**config.mk**
```make
export PLATFORM = sky130hd
export DESIGN_NAME = mux_bus_port
export DESIGN_NICKNAME = d
export VERILOG_FILES = /design/src/rtl/mbp_pkg.sv /design/src/rtl/mbp_addr_tracker.sv /design/src/rtl/mbp_phase_timer.sv /design/src/rtl/mbp_pin_encoder.sv /design/src/rtl/mux_bus_port.sv
export SDC_FILE = /design/constraint.sdc
export NUM_CORES = 1
export LEC_CHECK = 0
export ABC_AREA = 1
export BUFFER_PORTS_ARGS = -buffer_cell sky130_fd_sc_hd__buf_2
export CAP_MARGIN = 5
export CORE_UTILIZATION = 25
export DETAILED_ROUTE_END_ITERATION = 7
export PLACE_DENSITY = 0.48
export SYNTH_ARGS = -nofsm -noshare
export SYNTH_HDL_FRONTEND = slang
export SYNTH_SLANG_ARGS = --single-unit
```
**constraint.sdc**
```tcl
create_clock -name clk -period 2.7 [get_ports clk]
set_input_delay 0.27 -clock clk [delete_from_list [all_inputs] [get_ports clk]]
set_output_delay 0.27 -clock clk [all_outputs]
set_load 0.02 [all_outputs]
```
**src/rtl/mbp_pkg.sv**
```systemverilog
package mbp_pkg;
  typedef enum logic [1:0] {
    PH_IDLE  = 2'd0,
    PH_LATCH = 2'd1,
    PH_ALO   = 2'd2,
    PH_DATA  = 2'd3
  } phase_e;
endpackage

```
**src/rtl/mbp_addr_tracker.sv**
```systemverilog
// Holds the field last presented to the external latch and reports whether
// the current access must latch again.
module mbp_addr_tracker #(
  parameter int FIELD_W = 16
) (
  input  logic               clk,
  input  logic               rst,
  input  logic               clear,
  input  logic               update,
  input  logic [FIELD_W-1:0] field,
  input  logic               wide,
  output logic               need_latch
);
  logic               vld_q;
  logic               wide_q;
  logic [FIELD_W-1:0] field_q;

  always_ff @(posedge clk) begin
    if (rst || clear) begin
      vld_q   <= 1'b0;
      wide_q  <= 1'b0;
      field_q <= '0;
    end else if (update) begin
      vld_q   <= 1'b1;
      wide_q  <= wide;
      field_q <= field;
    end
  end

  always_comb begin
    need_latch = !vld_q || (wide != wide_q) || (field != field_q);
  end
endmodule

```
**src/rtl/mbp_phase_timer.sv**
```systemverilog
// Down-counter giving each bus phase its programmed length.
module mbp_phase_timer #(
  parameter int LEN_W = 4
) (
  input  logic             clk,
  input  logic             rst,
  input  logic             load,
  input  logic [LEN_W-1:0] len,
  output logic             last
);
  logic [LEN_W-1:0] cnt_q;
  logic [LEN_W-1:0] eff_len;

  always_comb begin
    eff_len = (len == '0) ? LEN_W'(1) : len;
    last    = (cnt_q == '0);
  end

  always_ff @(posedge clk) begin
    if (rst) begin
      cnt_q <= '0;
    end else if (load) begin
      cnt_q <= eff_len - LEN_W'(1);
    end else if (cnt_q != '0) begin
      cnt_q <= cnt_q - LEN_W'(1);
    end
  end
endmodule

```
**src/rtl/mbp_pin_encoder.sv**
```systemverilog
// Maps the upcoming phase onto pad values; registered by the top module.
module mbp_pin_encoder
  import mbp_pkg::*;
#(
  parameter int AD_W = 16
) (
  input  phase_e          phase,
  input  logic            flag_mode,
  input  logic            ale_low,
  input  logic            write,
  input  logic            wide,
  input  logic [AD_W-1:0] latch_field,
  input  logic [AD_W-1:0] low_addr,
  input  logic [AD_W-1:0] wdata,
  output logic [AD_W-1:0] ad_d,
  output logic            oe_d,
  output logic            rd_n_d,
  output logic            wr_n_d,
  output logic            alat_d
);
  localparam int BYTE_W = AD_W / 2;

  always_comb begin
    ad_d   = '0;
    oe_d   = !flag_mode;
    rd_n_d = 1'b1;
    wr_n_d = 1'b1;
    alat_d = ale_low;
    unique case (phase)
      PH_LATCH: begin
        ad_d   = latch_field;
        alat_d = !ale_low;
      end
      PH_ALO: begin
        ad_d = {{(AD_W-BYTE_W){1'b0}}, low_addr[BYTE_W-1:0]};
      end
      PH_DATA: begin
        if (write) begin
          wr_n_d = 1'b0;
          ad_d   = wide ? wdata : {{(AD_W-BYTE_W){1'b0}}, wdata[BYTE_W-1:0]};
        end else begin
          rd_n_d = 1'b0;
          oe_d   = 1'b0;
        end
      end
      default: ;
    endcase
  end
endmodule

```
**src/rtl/mux_bus_port.sv**
```systemverilog
module mux_bus_port
  import mbp_pkg::*;
#(
  parameter int ADDR_W = 24,
  parameter int AD_W   = 16,
  parameter int LEN_W  = 4
) (
  input  logic              clk,
  input  logic              rst,
  input  logic              req_valid,
  output logic              req_ready,
  input  logic [ADDR_W-1:0] req_addr,
  input  logic [AD_W-1:0]   req_wdata,
  input  logic              req_write,
  input  logic              req_wide,
  input  logic [LEN_W-1:0]  phase_len,
  input  logic              ale_low,
  input  logic              flag_mode,
  output logic              rsp_done,
  output logic [AD_W-1:0]   rsp_rdata,
  output logic [AD_W-1:0]   ad_out,
  output logic              ad_oe,
  input  logic [AD_W-1:0]   ad_in,
  output logic              rd_n,
  output logic              wr_n,
  output logic              alat
);
  localparam int BYTE_W = AD_W / 2;
  localparam int HI_LSB = ADDR_W - AD_W;

  phase_e            st_q, st_d;
  logic              accept;
  logic [ADDR_W-1:0] addr_q, cur_addr;
  logic [AD_W-1:0]   wdata_q, cur_wdata;
  logic              write_q, cur_write;
  logic              wide_q, cur_wide;
  logic [AD_W-1:0]   field_c;
  logic              need_latch;
  logic              t_load, t_last;
  logic              finish;
  logic [AD_W-1:0]   ad_d;
  logic              oe_d, rd_n_d, wr_n_d, alat_d;

  always_comb begin
    req_ready = (st_q == PH_IDLE) && !flag_mode && !rst;
    accept    = req_valid && req_ready;
    cur_addr  = accept ? req_addr  : addr_q;
    cur_wdata = accept ? req_wdata : wdata_q;
    cur_write = accept ? req_write : write_q;
    cur_wide  = accept ? req_wide  : wide_q;
    field_c   = cur_wide ? cur_addr[AD_W-1:0] : cur_addr[ADDR_W-1:HI_LSB];
  end

  mbp_addr_tracker #(.FIELD_W(AD_W)) u_track (
    .clk        (clk),
    .rst        (rst),
    .clear      (flag_mode),
    .update     (accept && need_latch),
    .field      (field_c),
    .wide       (cur_wide),
    .need_latch (need_latch)
  );

  mbp_phase_timer #(.LEN_W(LEN_W)) u_timer (
    .clk  (clk),
    .rst  (rst),
    .load (t_load),
    .len  (phase_len),
    .last (t_last)
  );

  always_comb begin
    st_d   = st_q;
    t_load = 1'b0;
    finish = 1'b0;
    if (flag_mode) begin
      st_d = PH_IDLE;
    end else begin
      unique case (st_q)
        PH_IDLE: if (accept) begin
          t_load = 1'b1;
          if (need_latch)    st_d = PH_LATCH;
          else if (req_wide) st_d = PH_DATA;
          else               st_d = PH_ALO;
        end
        PH_LATCH: if (t_last) begin
          t_load = 1'b1;
          st_d   = wide_q ? PH_DATA : PH_ALO;
        end
        PH_ALO: if (t_last) begin
          t_load = 1'b1;
          st_d   = PH_DATA;
        end
        PH_DATA: if (t_last) begin
          finish = 1'b1;
          st_d   = PH_IDLE;
        end
        default: st_d = PH_IDLE;
      endcase
    end
  end

  mbp_pin_encoder #(.AD_W(AD_W)) u_enc (
    .phase       (st_d),
    .flag_mode   (flag_mode),
    .ale_low     (ale_low),
    .write       (cur_write),
    .wide        (cur_wide),
    .latch_field (field_c),
    .low_addr    (cur_addr[AD_W-1:0]),
    .wdata       (cur_wdata),
    .ad_d        (ad_d),
    .oe_d        (oe_d),
    .rd_n_d      (rd_n_d),
    .wr_n_d      (wr_n_d),
    .alat_d      (alat_d)
  );

  always_ff @(posedge clk) begin
    if (rst) begin
      st_q    <= PH_IDLE;
      addr_q  <= '0;
      wdata_q <= '0;
      write_q <= 1'b0;
      wide_q  <= 1'b0;
    end else begin
      st_q <= st_d;
      if (accept) begin
        addr_q  <= req_addr;
        wdata_q <= req_wdata;
        write_q <= req_write;
        wide_q  <= req_wide;
      end
    end
  end

  always_ff @(posedge clk) begin
    if (rst) begin
      ad_out    <= '0;
      ad_oe     <= 1'b1;
      rd_n      <= 1'b1;
      wr_n      <= 1'b1;
      alat      <= 1'b0;
      rsp_done  <= 1'b0;
      rsp_rdata <= '0;
    end else begin
      ad_out   <= ad_d;
      ad_oe    <= oe_d;
      rd_n     <= rd_n_d;
      wr_n     <= wr_n_d;
      alat     <= alat_d;
      rsp_done <= finish;
      if (finish && !write_q) begin
        rsp_rdata <= wide_q ? ad_in : {{(AD_W-BYTE_W){1'b0}}, ad_in[BYTE_W-1:0]};
      end
    end
  end
endmodule

```
==> impl_metrics.ini, run 1 <==
[clock_network]
clk_latency_ns = 0.35
cts_root_buf = clkbuf_16
numCtsBuffers = 9
cts_max_level = 3
clk_path_buf_depth = 2
cts_num_sinks = 103
clkSlewWorstSetupHoldPaths_ns = 0.08
ctsHoldBuffers = 0
cts_tree = built

[global_route]
antenna_found_initial = 0
track_usage_pct = 15.6
met3_usage_pct = 3.13
grt_pass1_vias = 4860
grt_busiest_layer = met2
overflow = 0
grt_pass1_wl_mm = 24.7
grt_max_degree = 63
use_met2_pct = 25.9
use_met1_pct = 20.4

[setup_path]
startpoint = st_q[1]
crit_type = register to register
reg2reg_from = st_q[1]
crit_chain = inv_2 > ha_4 > nand3_4 > buf_12 > buf_12 > o21ai_1 > nand2_1 > nand2_2 > nand2_1 > nand2_1 > nand2_1 > nor2_2 > nand3_1 > nand2_2 > nand2_1 > nand2_4 > buf_6 > nand4_1 > nand3_1 > nand2_1 > inv_1
worst-r2r-setup-slack_ns = -0.07
crit_family = simple AND/OR/NAND/NOR gates
worstSetupStartpointType = register
crit_path_end = ad_out[7]
cp_data_arrival_time_ns = 3.07
critical_path.slowest_cell = dfxtp_2
endpoint_kind = register
path_buf_inv = 5
path_common_cell = nand2_1
r2r_end = ad_out[7]
path_depth = 21
worstPathRequired_ns = 3.01
cp_slowest_stage_delay_ns = 0.33
worst-path-max-fanout = 6
worstRegToRegCells = 21

[finish]
diodes = 0
area_delta_synth_final_pct = 48.6
regArea_um2 = 2060
fillerInstances = 2123
drive_gt1_share_pct = 34.8
multi_input_area_um2 = 2730
final_core_util_pct = 38.1
nets = 998

[timing]
min_period_ns = 2.77
fmax_mhz = 361
hold_violations = 0
slew_headroom_pct = 27.5
fin_ws_ns = -0.0664
skew_ns = 0.00868
post-route-period-util_pct = 102
maxSlewViolCount = 0
setup_viol = 19
tightest_slew_ns = 1.09
rsz0062_at_grt = yes
fin_hold_ws_ns = 0.138

[placed_design]
numPortBuffers = 104
gp_congestion = 0.776
place_hpwl_mm = 11.4

[power]
pwr-share-comb_pct = 26.9
ir_worst_vdd_v = 0.000319
power_frac_seq_pct = 39.1
p_sw_share_pct = 31.5
p_switching_mw = 1.30
p_int_mw = 2.83
pwr-share-clk_pct = 34.1
leakagePower_nw = 3.70
pwr_density_cell_nw_per_um2 = 556

[logic_synthesis]
synth_flop_cell = dfxtp_1
yosys_register_bits = 103
synth_area_leaders = dfxtp_1, nand2_1, nor2_1, inv_1, nand3_1
synth_edf_count = 0
ys_seq_area_share_pct = 41.2
yosysMostFrequentCell = nand2_1
ys_async_sr_fraction_pct = 0
netlist_area_um2 = 5000
yosysUniqueCellTypes = 33
yosysWarnings = 0
avgSynthCellArea_um2 = 6.86
synth_top_area_share_pct = 41.2
synthCells = 730
yosysTopAreaCell = dfxtp_1
synth_nets = 804
netlist_top_cells_count = nand2_1, dfxtp_1, nor2_1

[floorplanning]
rows = 51
die_h_um = 143
core-area_um2 = 19500
start_util_pct = 25.6
io_pins = 105
die_area_um2 = 20600
die_x_um = 143

[detailed_routing]
drtIter0Drc = 327
drtPass1Iterations = 5
wl_per_cell_um = 13.7
ant_nets = 0
drc = 0
viasPerCell = 4.36
routed_wl_mm = 16.4
vias = 5205

[status]
violations = setup timing
status = complete, but fails checks

[worst_hold_path]
hold_class = input pin to register

[run]
cap_violations = 0
## worst min path at each step
stage,startpoint,end,slack (ns),cells past startpoint
after floorplan,flag_mode,ad_oe,0.40,1
after global placement,u_track.vld_q,u_track.vld_q,0.45,2
after detailed placement,u_track.vld_q,u_track.vld_q,0.45,2
after CTS,ad_in[5],rsp_rdata[5],0.13,3
after global routing,ad_in[0],rsp_rdata[0],0.14,3
final,ad_in[5],rsp_rdata[5],0.14,3
## metrics by stage
step           instance area, µm²  power [mW]  instances  TNS [ns]  setup WS (ns)
3_3_place_gp                 6340        2.54       1147     -1.84         -0.119
6_report                     7440        4.13       1194    -0.836        -0.0664
5_1_grt                      7440        4.37       1194     -4.79         -0.214
3_5_place_dp                 6340        2.54       1147     -2.57         -0.176
4_1_cts                      6850        4.02       1167         0        0.00111
2_1_floorplan                5000        2.17        730         0         0.0249
## cells in the final DEF, fill, tap and decap left out, types with 11 or more instances in the layout
cell type	instances
buf_6	13
inv_1	70
a21oi_1	29
nand2_1	176
clkbuf_16	12
buf_2	104
nand3_2	16
mux2i_1	18
dfxtp_1	101
nand3_1	35
nand2_2	26
nor2_1	90
nor3_1	11
buf_4	88
o21ai_0	22
nand4_1	31
## kinds of logic after synthesis
| group | Yosys count | share of synthesized area (%) |
|---|---|---|
| adders and majority gates | 7 | 1.75 |
| buffers and inverters | 120 | 10.2 |
| DFF | 103 | 41.2 |
| and+or+nand+nor | 403 | 34.7 |
| muxes | 18 | 3.60 |
| AOI/OAI and AO/OA | 79 | 8.55 |
## sequential cells by signal (all words and copies together), names as in the netlist
signal,flops
ad_oe,1
ad_out,16
addr_q,24
alat,1
rd_n,1
rsp_done,1
rsp_rdata,16
st_q,2
u_timer.cnt_q,4
u_track.field_q,16
u_track.vld_q,1
u_track.wide_q,1
wdata_q,16
wide_q,1
wr_n,1
write_q,1
## power by group through the flow
stage	clock network, mW	logic [mW]	registers (mW)
3_5_place_dp	0	0.897	1.65
3_3_place_gp	0	0.896	1.65
4_1_cts	1.44	0.969	1.61
6_report	1.41	1.11	1.62
2_1_floorplan	0	0.518	1.66
5_1_grt	1.52	1.23	1.62
## layout make-up
type,instances,share of cell area (%)
tap,265,4.46
multi-input combinational,507,36.7
sequential,103,27.8
timing repair inverter,2,0.236
timing repair buffer,220,22.1
inverter,81,4.54
clock buffer,10,3.21
clock inverter,6,1.03
## tightest hold or removal path, stage by stage
cell and delay, ns:
buf_2 0.07, nor2_1 0.03, nor2_1 0.08
## timing repair
action | CTS | global route
setup endpoints to repair | 30 | 40
pin swaps | 7 | 43
cloned | 1 | 6
setup buffers | 3 | 22
gates resized for setup | 31 | 101
## layer usage
metal | up-vias | wire [µm] | part of all wire, %
met4 | 0 | 123 | 0.75
met3 | 8 | 582 | 3.6
met2 | 90 | 7880 | 48
met5 | - | 0 | 0
li1 | 2724 | - | -
met1 | 2383 | 7770 | 48
Power figures use the tool's default switching activity.
==> inputs of run 2 (changes only) <==
- CORE_UTILIZATION: 25 -> 49
- PLACE_DENSITY: 0.48 -> 0.8
==> run 2 against run 1 <==
Net effect:
- the run still ends with setup timing left
- count of clock-buffer cells in the layout decreased by 1
- critical path type unchanged
- register-to-register slack got worse by 0.28 ns
- total power decreased by 11%
- worst hold slack got worse by 0.027 ns
- global-route usage increased by 9.6 points
- combinational power decreased by 5%
- critical path depth unchanged
- sequential power about the same
- cell count decreased by 14%
- core utilization increased by 32 points
- sequential share of layout area increased by 2.5 points
==> impl_metrics.ini, run 2 (synthesized netlist as in run 1, its figures left out) <==
[status]
status = complete, but fails checks
violations = setup timing

[setup_path]
reg2reg_from = st_q[1]
cp_data_arrival_time_ns = 3.34
worstSetupStartpointType = register
worstPathRequired_ns = 3.00
endpoint_kind = register
worstRegToRegCells = 21
crit_type = register to register
r2r_end = ad_out[14]
crit_path_end = ad_out[14]
worst-r2r-setup-slack_ns = -0.34
startpoint = st_q[1]
worst-path-max-fanout = 7

[finish]
final_core_util_pct = 69.6
diodes = 0
area_delta_synth_final_pct = 36.5
fillerInstances = 802
nets = 960
layout.cells.most_common = nand2_1
drive_gt1_share_pct = 30.6
largest_register_ffs = 24
largest-register = addr_q
fin_cells = 1023
stdcell_area_um2 = 6830
layout_common_cells = nand2_1, buf_2, dfxtp_1

[floorplanning]
io_pins = 105
core-area_um2 = 9820
die_area_um2 = 10600
die_h_um = 103
start_util_pct = 51.0
die_x_um = 103
rows = 36

[detailed_routing]
drtIter0Drc = 451
wl_per_cell_um = 15.6
routed_wl_mm = 15.9
drtPass1Iterations = 6
ant_nets = 0
viasPerCell = 5.45
drc = 0
vias = 5579

[clock_network]
cts_root_buf = clkbuf_8
numCtsBuffers = 9
clkSlewWorstSetupHoldPaths_ns = 0.10
clk_path_buf_depth = 2
clk_latency_ns = 0.38
cts_max_level = 3
cts_num_sinks = 103
ctsHoldBuffers = 0
cts_tree = built

[global_route]
grt_pass1_vias = 4460
grt_max_degree = 63
track_usage_pct = 25.1
grt_pass1_wl_mm = 20.5
overflow = 0
antenna_found_initial = 0

[power]
pwr-share-comb_pct = 28.7
pwr_density_cell_nw_per_um2 = 539
power_frac_seq_pct = 43.9
pwr-share-clk_pct = 27.4
p_switching_mw = 1.24
p_int_mw = 2.45
ir_worst_vdd_v = 0.000291
leakagePower_nw = 3.48
p_sw_share_pct = 33.6

[placed_design]
numPortBuffers = 104
gp_congestion = 0.847
place_area_um2 = 5970
dp.cells = 987
place_hpwl_mm = 9.32

[timing]
slew_headroom_pct = 22.9
hold_violations = 0
min_period_ns = 3.04
fin_hold_ws_ns = 0.111
fin_ws_ns = -0.343
setup_viol = 27
tightest_slew_ns = 1.16
skew_ns = 0.0113
rsz0062_at_grt = yes
fmax_mhz = 329
post-route-period-util_pct = 113
maxSlewViolCount = 0

[run]
cap_violations = 0

[worst_hold_path]
hold_class = input pin to register
## run 2: changes by cell type in the layout (fill, tap and decap cells not counted), moves of 5 or more
| cell | delta |
|---|---|
| buf_4 | -33 |
| clkbuf_8 | +8 |
| clkbuf_16 | -7 |
| nand2_1 | +6 |
| nand3_2 | -6 |
| nand3_4 | +6 |
| buf_6 | -5 |
## run 2: cell type report
| type | count | area [µm²] | area share [%] |
|---|---|---|---|
| Tap cell | 133 | 166 | 2.44 |
| Inverter | 81 | 327 | 4.78 |
| Clock buffer | 9 | 124 | 1.81 |
| Clock inverter | 6 | 77.6 | 1.14 |
| Sequential cell | 103 | 2060 | 30.2 |
| Timing Repair inverter | 2 | 17.5 | 0.256 |
| Timing Repair Buffer | 181 | 1320 | 19.3 |
| Multi-Input combinational cell | 508 | 2740 | 40.1 |
## run 2: repair_timing
action / in CTS / in global routing
pin swaps: 3 / 27
resized for setup: 10 / 90
buffers inserted: 0 / 13
setup endpoints to repair: 20 / 39
gates cloned: 1 / 7
## run 2: worst min path at each step
stage | startpoint | end | slack [ns] | depth (start not counted)
3_3_place_gp | u_track.vld_q | u_track.vld_q | 0.44 | 2
3_5_place_dp | rsp_rdata[12] | rsp_rdata[12] | 0.45 | 2
2_1_floorplan | flag_mode | ad_oe | 0.40 | 1
6_report | ad_in[2] | rsp_rdata[2] | 0.11 | 3
5_1_grt | ad_in[4] | rsp_rdata[4] | 0.13 | 3
4_1_cts | ad_in[2] | rsp_rdata[2] | 0.11 | 3
## run 2: layer usage
metal	wire (µm)	part of all wire, %	global-route usage (%)
met4	773	4.8	11.6
met5	0	0	0
met3	1150	7.2	4.54
met1	6280	39	32.7
met2	7750	49	40.6
## run 2: stage by stage
stage                     power [mW]  setup slack, ns  TNS [ns]
after global routing            3.83           -0.471    -10.78
final                           3.68           -0.343     -5.45
after global placement          2.46          -0.0393    -0.228
after detailed placement        2.47          -0.0999    -0.798
after CTS                       3.48           0.0190         0
after floorplan                 2.17           0.0249         0
## run 2: critical path: stages (launching register included)
cell and delay [ns]:
dfxtp_2 0.34, inv_2 0.08, ha_4 0.16, nand3_4 0.14, buf_6 0.16, buf_12 0.13, o21ai_1 0.27, nand2_1 0.11
o21ai_0 0.13, nand2_1 0.10, nand2_1 0.10, nand2_1 0.08, nor2_1 0.12, nand3_1 0.10, nand2_2 0.11, nand2_2 0.08
nand2_4 0.09, nand2_4 0.08, nor2_4 0.22, buf_12 0.15, nand2_1 0.08, a21oi_2 0.14
## run 2: power groups by stage
stage	Combinational (mW)	Sequential, mW	Clock, mW
after floorplan	0.518	1.66	0
after global placement	0.815	1.65	0
after detailed placement	0.823	1.65	0
after CTS	0.847	1.61	1.02
after global routing	1.14	1.62	1.08
final	1.06	1.62	1.01
==> inputs of run 3 (changes only) <==
- RECOVER_POWER: not set -> 100
==> run 3 against run 2 <==
Net effect:
- the flow still finishes with violations (setup timing)
- worst hold slack worse by 0.0041 ns
- die area unchanged
- register-to-register slack about the same
- routed wire length down 0.21%
- total power down 0.11%
- sequential share of layout area up 0.21 points
- sequential power about the same
- first-iteration DRC count up 2.7%
- cell count unchanged
- clock power about the same
- core utilization down 0.47 points
- count of clock-buffer cells in the layout unchanged
- critical endpoint unchanged
==> impl_metrics.ini, run 3 (synthesized netlist as in run 1, its figures left out) <==
[power]
leakagePower_nw = 3.32
power_frac_seq_pct = 44.0
p_sw_share_pct = 33.6
power_mw = 3.68
ir_worst_vdd_v = 0.000292
p_int_mw = 2.44
p_switching_mw = 1.24
pwr-share-clk_pct = 27.5
pwr-share-comb_pct = 28.6
pwr_density_cell_nw_per_um2 = 542

[global_route]
track_usage_pct = 25.1
grt_pass1_wl_mm = 20.5
grt_max_degree = 63
grt_pass1_vias = 4460
overflow = 0
antenna_found_initial = 0

[timing]
rsz0062_at_grt = yes
fin_ws_ns = -0.340
fmax_mhz = 329
min_period_ns = 3.04
post-route-period-util_pct = 113
fin_hold_ws_ns = 0.107
tightest_slew_ns = 1.12
maxSlewViolCount = 0
setup_viol = 29
hold_violations = 0
slew_headroom_pct = 25.4
skew_ns = 0.00942

[floorplanning]
die_h_um = 103
core-area_um2 = 9820
die_area_um2 = 10600
io_pins = 105
rows = 36
start_util_pct = 51.0
die_x_um = 103

[finish]
nets = 960
layout.cells.most_common = nand2_1
diodes = 0
largest-register = addr_q
stdcell_area_um2 = 6790
largest_register_ffs = 24
drive_gt1_share_pct = 26.4
area_delta_synth_final_pct = 35.6
layout_common_cells = nand2_1, dfxtp_1, nor2_1
fillerInstances = 812

[detailed_routing]
viasPerCell = 5.45
ant_nets = 0
vias = 5572
drtIter0Drc = 463
drc = 0
drtPass1Iterations = 5
routed_wl_mm = 15.9
wl_per_cell_um = 15.6

[clock_network]
clk_path_buf_depth = 2
cts_num_sinks = 103
cts_max_level = 3
ctsHoldBuffers = 0
cts_root_buf = clkbuf_8
clk_latency_ns = 0.38
numCtsBuffers = 9
clkSlewWorstSetupHoldPaths_ns = 0.10
cts_tree = built

[placed_design]
place_hpwl_mm = 9.32
place_area_um2 = 5970
pre_cts_ws_ns = -0.0999
numPortBuffers = 104
gp_congestion = 0.847

[setup_path]
worstPathRequired_ns = 3.00
r2r_end = ad_out[14]
cp_data_arrival_time_ns = 3.34
reg2reg_from = st_q[1]
worst-path-max-fanout = 7
worstSetupStartpointType = register
worstRegToRegCells = 21
crit_type = register to register
endpoint_kind = register
worst-r2r-setup-slack_ns = -0.34

[status]
violations = setup timing
status = complete, but fails checks

[worst_hold_path]
min_path_cells = 3
hold_class = input pin to register
hold_path_end = rsp_rdata[2]
hp-start = ad_in[2]

[run]
cap_violations = 0
==> run 3: changes by cell type in the layout (fill, tap and decap cells not counted) <==
cell,change
buf_2,-37
clkbuf_1,+37
==> run 3: per-layer routing <==
layer  global-route usage, %  up-vias  routed length (µm)
met3                    4.54       79                1130
met4                    11.6        0                 820
li1                        -     2651                   -
met1                    32.7     2544                6280
met5                       0        -                   0
met2                    40.6      298                7680
==> run 3: how the worst max path moves through the flow <==
stage | start | to | cells past startpoint
2_1_floorplan | st_q[0] | alat | 22
3_3_place_gp | st_q[0] | ad_out[13] | 21
3_5_place_dp | st_q[0] | ad_out[14] | 21
4_1_cts | st_q[0] | ad_out[11] | 22
5_1_grt | st_q[1] | ad_out[14] | 21
6_report | st_q[1] | ad_out[14] | 21
==> run 3: power by group through the flow <==
stage               combinational (mW)  sequential, mW  clock, mW
floorplan                        0.518            1.66          0
global placement                 0.815            1.65          0
detailed placement               0.823            1.65          0
CTS                              0.847            1.61       1.02
global route                      1.13            1.62       1.08
finish                            1.05            1.62       1.01
==> run 3: area by class of cell <==
cell class	count	area, µm²	area share [%]
Timing Repair Buffer	181	1270	18.7
Inverter	81	327	4.81
Tap cell	133	166	2.45
Clock buffer	9	124	1.83
Timing Repair inverter	2	17.5	0.258
Clock inverter	6	77.6	1.14
Sequential cell	103	2060	30.4
Multi-Input combinational cell	508	2740	40.4
==> run 3: worst max-delay path, cell delays in order, from the launching register on <==
cell and delay [ns]:
dfxtp_2 0.34, inv_2 0.08, ha_4 0.16, nand3_4 0.14, buf_6 0.16, buf_12 0.12
o21ai_1 0.27, nand2_1 0.11, o21ai_0 0.13, nand2_1 0.10, nand2_1 0.10, nand2_1 0.08
nor2_1 0.12, nand3_1 0.10, nand2_2 0.11, nand2_2 0.08, nand2_4 0.09, nand2_4 0.08
nor2_4 0.21, buf_12 0.14, nand2_1 0.08, a21oi_2 0.14
==> run 3: repair_timing <==
| action | in CTS | in global routing |
|---|---|---|
| gates resized for setup | 10 | 90 |
| buffers inserted | 0 | 13 |
| setup endpoints to repair | 20 | 39 |
| gates cloned | 1 | 7 |
| pin swaps | 3 | 27 |
==> run 3: through the flow <==
stage          instances  util [%]  TNS [ns]
4_1_cts             1003      63.3         0
6_report            1023      69.1     -5.47
3_5_place_dp         987      60.8    -0.798
2_1_floorplan        730         -         0
5_1_grt             1023      69.1    -10.78
3_3_place_gp         987      60.8    -0.228
